`src/rtl/fdiv_pkg.sv`:
```
// Package: shared types for the sequential restoring divider.
// Assumes nothing beyond a standard SystemVerilog compile order.
package fdiv_pkg;
    typedef enum logic [1:0] {
        ST_IDLE = 2'd0,
        ST_DIV  = 2'd1,
        ST_NORM = 2'd2
    } fdiv_state_e;
endpackage

```
`src/rtl/fdiv_cmp.sv`:
```
// Module: unsigned magnitude compare, a >= b, evaluated word by word.
// The most significant word that differs decides the result.
// Assumes W is a whole multiple of WORD_W.
module fdiv_cmp #(
    parameter int W      = 128,
    parameter int WORD_W = 32
) (
    input  logic [W-1:0] a,
    input  logic [W-1:0] b,
    output logic         a_ge_b
);
    localparam int NWORDS = W / WORD_W;

    logic [NWORDS-1:0] word_gt;
    logic [NWORDS-1:0] word_eq;

    // Per-word relation flags
    for (genvar i = 0; i < NWORDS; i++) begin : g_word
        assign word_gt[i] = a[i*WORD_W +: WORD_W] > b[i*WORD_W +: WORD_W];
        assign word_eq[i] = a[i*WORD_W +: WORD_W] == b[i*WORD_W +: WORD_W];
    end

    // Priority resolve: higher words override lower ones; all equal gives 1
    always_comb begin
        a_ge_b = 1'b1;
        for (int i = 0; i < NWORDS; i++) begin
            if (!word_eq[i]) a_ge_b = word_gt[i];
        end
    end
endmodule

```
`src/rtl/fdiv_step.sv`:
```
// Module: one restoring division iteration.
// Compares the partial remainder with the divisor, subtracts when the
// remainder is not smaller, then doubles the remainder.
// Assumes rem < 2*dvs on entry, so the doubled value fits in W bits.
module fdiv_step #(
    parameter int W      = 128,
    parameter int WORD_W = 32
) (
    input  logic [W-1:0] rem,
    input  logic [W-1:0] dvs,
    output logic         q_bit,
    output logic [W-1:0] rem_next
);
    logic [W-1:0] rem_sel;

    fdiv_cmp #(.W(W), .WORD_W(WORD_W)) i_cmp (
        .a      (rem),
        .b      (dvs),
        .a_ge_b (q_bit)
    );

    // Restore-or-subtract, then shift left one
    always_comb begin
        rem_sel  = q_bit ? (rem - dvs) : rem;
        rem_next = {rem_sel[W-2:0], 1'b0};
    end
endmodule

```
`src/rtl/fdiv_seq.sv`:
```
// Module: sequential restoring floating divider, top level.
// Divides an unpacked dividend by an unpacked divisor: one quotient bit
// per clock for FRAC_W clocks, then one left shift per clock until the
// quotient MSB is set. Assumes nonzero-exponent operands carry normalized
// fractions (MSB set). start is ignored while an operation is running.
module fdiv_seq
    import fdiv_pkg::*;
#(
    parameter int FRAC_W = 128,
    parameter int EXP_W  = 15,
    parameter int BIAS   = 16384,
    parameter int WORD_W = 32
) (
    input  logic                     clk,
    input  logic                     rst_n,
    input  logic                     start,
    input  logic                     dvd_sign,
    input  logic [EXP_W-1:0]         dvd_exp,
    input  logic [FRAC_W-1:0]        dvd_frac,
    input  logic                     dvs_sign,
    input  logic [EXP_W-1:0]         dvs_exp,
    input  logic [FRAC_W-1:0]        dvs_frac,
    output logic                     done,
    output logic                     div_zero,
    output logic                     q_sign,
    output logic signed [EXP_W+1:0]  q_exp,
    output logic [FRAC_W-1:0]        q_frac
);
    localparam int QEXP_W = EXP_W + 2;
    localparam int CNT_W  = $clog2(FRAC_W);
    localparam logic [CNT_W-1:0] LAST_IT = CNT_W'(FRAC_W - 1);
    localparam int MSB    = FRAC_W - 1;

    fdiv_state_e              state_q;
    logic [CNT_W-1:0]         cnt_q;
    logic [FRAC_W-1:0]        rem_q;
    logic [FRAC_W-1:0]        dvs_q;
    logic [FRAC_W-1:0]        quo_q;
    logic                     sgn_q;
    logic signed [QEXP_W-1:0] exp_q;
    logic                     done_q;
    logic                     dz_q;
    logic                     qs_q;
    logic signed [QEXP_W-1:0] qe_q;
    logic [FRAC_W-1:0]        qf_q;

    logic                     step_bit;
    logic [FRAC_W-1:0]        step_rem;
    logic signed [QEXP_W-1:0] exp_init;

    // Initial exponent: difference plus bias plus one for the pre-shift
    assign exp_init = $signed({2'b00, dvd_exp}) - $signed({2'b00, dvs_exp})
                    + QEXP_W'(BIAS + 1);

    fdiv_step #(.W(FRAC_W), .WORD_W(WORD_W)) i_step (
        .rem      (rem_q),
        .dvs      (dvs_q),
        .q_bit    (step_bit),
        .rem_next (step_rem)
    );

    // Control and datapath registers: accept, iterate, normalize, report
    always_ff @(posedge clk) begin
        if (!rst_n) begin
            state_q <= ST_IDLE;
            cnt_q   <= '0;
            rem_q   <= '0;
            dvs_q   <= '0;
            quo_q   <= '0;
            sgn_q   <= 1'b0;
            exp_q   <= '0;
            done_q  <= 1'b0;
            dz_q    <= 1'b0;
            qs_q    <= 1'b0;
            qe_q    <= '0;
            qf_q    <= '0;
        end else begin
            done_q <= 1'b0;
            dz_q   <= 1'b0;
            case (state_q)
                ST_IDLE: begin
                    if (start) begin
                        if (dvs_exp == '0) begin
                            done_q <= 1'b1;
                            dz_q   <= 1'b1;
                        end else if (dvd_exp == '0) begin
                            done_q <= 1'b1;
                            qs_q   <= dvd_sign;
                            qe_q   <= {2'b00, dvd_exp};
                            qf_q   <= dvd_frac;
                        end else begin
                            state_q <= ST_DIV;
                            cnt_q   <= '0;
                            rem_q   <= dvd_frac >> 1;
                            dvs_q   <= dvs_frac >> 1;
                            quo_q   <= '0;
                            sgn_q   <= dvd_sign ^ dvs_sign;
                            exp_q   <= exp_init;
                        end
                    end
                end
                ST_DIV: begin
                    quo_q <= {quo_q[FRAC_W-2:0], step_bit};
                    rem_q <= step_rem;
                    cnt_q <= cnt_q + 1'b1;
                    if (cnt_q == LAST_IT) state_q <= ST_NORM;
                end
                ST_NORM: begin
                    if (quo_q[MSB] || quo_q == '0) begin
                        done_q  <= 1'b1;
                        qs_q    <= sgn_q;
                        qe_q    <= exp_q;
                        qf_q    <= quo_q;
                        state_q <= ST_IDLE;
                    end else begin
                        quo_q <= quo_q << 1;
                        exp_q <= exp_q - 1'b1;
                    end
                end
                default: state_q <= ST_IDLE;
            endcase
        end
    end

    assign done     = done_q;
    assign div_zero = dz_q;
    assign q_sign   = qs_q;
    assign q_exp    = qe_q;
    assign q_frac   = qf_q;

    // completion is a single-cycle pulse
    a_r8_done_pulse: assert property (@(posedge clk) disable iff (!rst_n)
        done |=> !done);

    // divide-by-zero flag never appears without done
    a_r8_dz_with_done: assert property (@(posedge clk) disable iff (!rst_n)
        div_zero |-> done);

    // zero divisor answers next cycle and leaves the quotient untouched
    a_r2_zero_divisor: assert property (@(posedge clk) disable iff (!rst_n)
        (state_q == ST_IDLE && start && dvs_exp == '0)
            |=> (done && div_zero && $stable(q_frac) && $stable(q_exp)));

    // partial remainder stays below twice the divisor during the loop
    a_r6_rem_bound: assert property (@(posedge clk) disable iff (!rst_n)
        (state_q == ST_DIV) |-> ({1'b0, rem_q} < {dvs_q, 1'b0}));

    // every normalization shift lowers the exponent by exactly one
    a_r5_norm_step: assert property (@(posedge clk) disable iff (!rst_n)
        (state_q == ST_NORM && !quo_q[MSB] && quo_q != '0)
            |=> (exp_q == $past(exp_q) - 1'b1));

    // a normalized quotient is reported with its MSB set
    a_r10_norm_msb: assert property (@(posedge clk) disable iff (!rst_n)
        (state_q == ST_NORM && quo_q[MSB]) |=> (done && q_frac[MSB]));

    // no completion is reported while the loop is still running
    a_r9_busy_quiet: assert property (@(posedge clk) disable iff (!rst_n)
        (state_q == ST_DIV) |=> !div_zero);
endmodule

```
`config.mk`:
```
export PLATFORM = sky130hd
export DESIGN_NAME = fdiv_seq
export DESIGN_NICKNAME = d
export VERILOG_FILES = /design/src/rtl/fdiv_pkg.sv /design/src/rtl/fdiv_cmp.sv /design/src/rtl/fdiv_step.sv /design/src/rtl/fdiv_seq.sv
export SDC_FILE = /design/constraint.sdc
export NUM_CORES = 2
export LEC_CHECK = 0
export BUFFER_PORTS_ARGS = -buffer_cell sky130_fd_sc_hd__buf_2
export CAP_MARGIN = 5
export CORE_MARGIN = 3
export CORE_UTILIZATION = 60
export DETAILED_ROUTE_END_ITERATION = 8
export PLACE_DENSITY_LB_ADDON = 0.08
export SLEW_MARGIN = 20
export SYNTH_ARGS = -nofsm -noshare
export SYNTH_HDL_FRONTEND = slang
export SYNTH_HIERARCHICAL = 1
export SYNTH_SLANG_ARGS = --single-unit
```
`constraint.sdc`:
```
create_clock -name clk -period 4 [get_ports clk]
set_input_delay 0.4 -clock clk [delete_from_list [all_inputs] [get_ports clk]]
set_output_delay 0.4 -clock clk [all_outputs]
set_load 0.02 [all_outputs]
```
==> impl_metrics.ini <==
[run_status]
outcome = finished, final reports clean

[floorplanning]
die_w_um = 259
core-area_um2 = 63300
start_util_pct = 60.9
die_area_um2 = 67300
rows = 92
chipHeight_um = 259
io_pins = 439

[power_and_ir_drop]
p_per_area_nw_per_um2 = 508
p_clk_share_pct = 24.6
combPwrFrac_pct = 47.8
p_switching_w = 0.00920
intPower_w = 0.0138
ir_drop_uv = 423
switching_share_pct = 40.0
power_leakage_nw = 20.8
power.share.sequential_pct = 27.6

[timing]
setup_viol = 0
hold_violations = 0
drv_slew = 0
timing.final.crit_share_pct = 99.6
worstMarginPinSlew_ns = 1.19
max_freq_ghz = 0.251
period_needed_ns = 3.98
rsz0062_at_grt = true
clock_skew_ns = 0.0167
setup-tns-final_ns = 0
maxSlewHeadroom_pct = 20.6

[logic_synthesis]
synthFlopType = dfxtp_1
synth-seq-cells = 558
synth_fp_nets = 5442
async_reset_ff_share_pct = 0
synth_sequential_area_ratio_pct = 29.0
avgSynthCellArea_um2 = 7.91
netlist_area_um2 = 38500
yosysWarnings = 6
synth.distinct_cells = 104
synth_edf_count = 0
syn_inst = 4873

[grt]
grt-ovfl-total = 0
antenna_found_initial = 12
grt_pass1_wl_um = 198000
grt_max_degree = 259
grt_pass1_vias = 35400
track_usage_pct = 36.4

[clock_tree]
numClockSinks = 558
numCtsBuffers = 59
clock-root-buffer = clkbuf_16
cts_tree = yes
clk_path_buf_depth = 3
cts_htree_levels = 2
clkTransAtPathRegs_ns = 0.07
clk_latency_ns = 0.64

[detailed_routing]
routed_wl_um = 128000
dr.first_iter.drc_count = 3770
routed_via_density = 6.14
drtPass1Iterations = 8
drtAntennaViolNets = 0
vias = 38100
drc = 0
wl_per_cell_um = 20.6

[setup_path]
rrSetupSlack_ns = 0.02
critical_path_class = flip-flop to flip-flop
cp_max_fo = 4
critPathLaunchType = flip-flop
cp.arrival_ns = 4.50
end_kind = flip-flop
cp.required_ns = 4.52

[placement]
hpwl_um = 96900
io_buffers = 437
place_area_um2 = 42500
place_congestion = 1.01

[worst_hold_path]
hold_class = primary input to flip-flop

[layout]
fillCellCount = 5201
syn2layout_area_growth_pct = 17.5
drive_gt1_share_pct = 18.5
fin_nets = 5882
final_area_um2 = 45300

[flow_run]
cap_violations = 0
## through the flow
stage,hold WS (ns),instances,power (W),worst slack [ns],util [%]
floorplan,0.457,4873,0.0134,0.392,-
global placement,0.463,6056,0.0166,-0.201,67.2
detailed placement,0.474,6056,0.0167,-0.222,67.2
CTS,0.000302,6198,0.0225,-0.00485,71.0
global route,0.0102,6208,0.0242,-0.0934,71.5
finish,0.0172,6209,0.0230,0.0163,71.5
## cells in the final DEF (no fill, tap or decap), types with 53 or more instances in the layout
cell type / count
clkbuf_16: 60
xnor2_1: 81
xor2_1: 53
o211a_1: 204
nor2_1: 242
inv_1: 324
buf_4: 199
nand2_1: 807
mux2_2: 108
nand3_1: 180
o21ai_0: 142
dfxtp_1: 554
mux2i_1: 271
ha_1: 267
a21oi_1: 399
nand4_1: 107
a211oi_1: 85
a21boi_0: 132
a21o_1: 71
buf_2: 436
## area by class of cell
| cell class | count | area [um2] | share of cell area (%) |
|---|---|---|---|
| multi-input cells | 3669 | 25300 | 55.8 |
| flip-flops and latches | 558 | 11200 | 24.7 |
| repair buffers | 697 | 4570 | 10.1 |
| clock inverters | 20 | 267 | 0.589 |
| diodes | 4 | 10.0 | 0.0221 |
| clock buffers | 87 | 1690 | 3.74 |
| inverters | 328 | 1240 | 2.73 |
| well taps | 846 | 1060 | 2.34 |
## repair_timing
action                                 4_1_cts  5_1_grt
endpoints found under the hold margin       33        0
setup buffers                                2        7
gates resized for setup                     24       64
pin swaps                                    9       28
setup endpoints to repair                  117      107
gates cloned                                 0        0
hold buffers                                33        0
## logic make-up after synthesis
logic type | count (synthesis) | share of synthesized area, %
simple gates | 1570 | 18.2
compound gates | 1303 | 23.8
buf+inv | 646 | 6.58
flops | 558 | 29.0
mux | 380 | 10.2
fa+ha+maj | 278 | 9.06
xor+xnor | 136 | 3.13
other cells | 2 | 0.0195
## sequential cells by signal, indices dropped and copies added, names as in the netlist
register  count
cnt_q         7
div_zero      1
done          1
dvs_q       127
exp_q        17
q_exp        17
q_frac      128
q_sign        1
quo_q       128
rem_q       128
sgn_q         1
state_q       2
## critical path, stage by stage (launching register included)
cell and delay, ns:
dfxtp_2 0.32, inv_2 0.06, ha_4 0.14, inv_2 0.04, fa_2 0.36, a21o_1 0.19
a221o_1 0.38, a31o_2 0.25, a21o_1 0.21, o21bai_1 0.21, buf_4 0.17, o21ai_4 0.10
a21oi_2 0.16, buf_4 0.15, o21ai_2 0.09, a21boi_2 0.26, xnor2_1 0.11, mux2_2 0.27
mux2i_1 0.13, nand2_1 0.08, o211a_1 0.19
## cells in the mapped netlist, drive strengths merged (9+ instances only)
library cell | number | share of area [%]
a31oi | 21 | 0.42
nor2b | 19 | 0.33
o21a | 22 | 0.43
mux2 | 109 | 3.2
nand3 | 182 | 2.4
a21boi | 137 | 2.7
o21ai | 161 | 2.1
nor4 | 56 | 0.97
and4 | 12 | 0.27
or3 | 13 | 0.21
xnor2 | 83 | 1.9
ha | 276 | 9.0
and3 | 18 | 0.31
o21bai | 41 | 0.83
a221oi | 9 | 0.28
nor2 | 246 | 2.4
nand2b | 21 | 0.34
inv | 327 | 3.2
or2 | 9 | 0.15
dfxtp | 558 | 29
o211ai | 18 | 0.35
and2 | 11 | 0.18
o211a | 204 | 5.3
a21o | 71 | 1.4
nand2 | 808 | 7.9
nor3 | 52 | 0.68
clkbuf | 241 | 2.3
mux2i | 271 | 7.0
a21oi | 414 | 5.4
buf | 77 | 1.0
nand4 | 108 | 1.8
xor2 | 53 | 1.2
a211oi | 90 | 1.8
o31ai | 14 | 0.27
## routing by layer
layer  part of all wire (%)  routed length, um  global-route usage [%]  vias to the layer above
li1                       -                  -                       -                    18200
met1                     45              57200                    51.5                    18100
met2                     44              56000                    56.4                     1573
met3                    8.7              11100                    6.67                      240
met4                    2.9               3740                    10.3                       14
met5                  0.070                 90                       0                        -
## final timing paths
kind                     end          from  depth (start not counted)
setup / recovery  rem_q[103]      rem_q[0]                         20
hold / removal     dvs_q[67]  dvs_frac[68]                          3
setup reg to reg  rem_q[103]      rem_q[0]                         20
hold reg to reg    quo_q[47]     quo_q[47]                          2
## power by group through the flow
stage / logic, W / clock network (W) / registers, W
final: 0.0110 / 0.00565 / 0.00634
after CTS: 0.0105 / 0.00570 / 0.00632
after global placement: 0.0102 / 0 / 0.00643
after floorplan: 0.00713 / 0 / 0.00630
after global routing: 0.0119 / 0.00592 / 0.00638
after detailed placement: 0.0103 / 0 / 0.00644
Note: power is estimated with default switching activity, not from simulation.
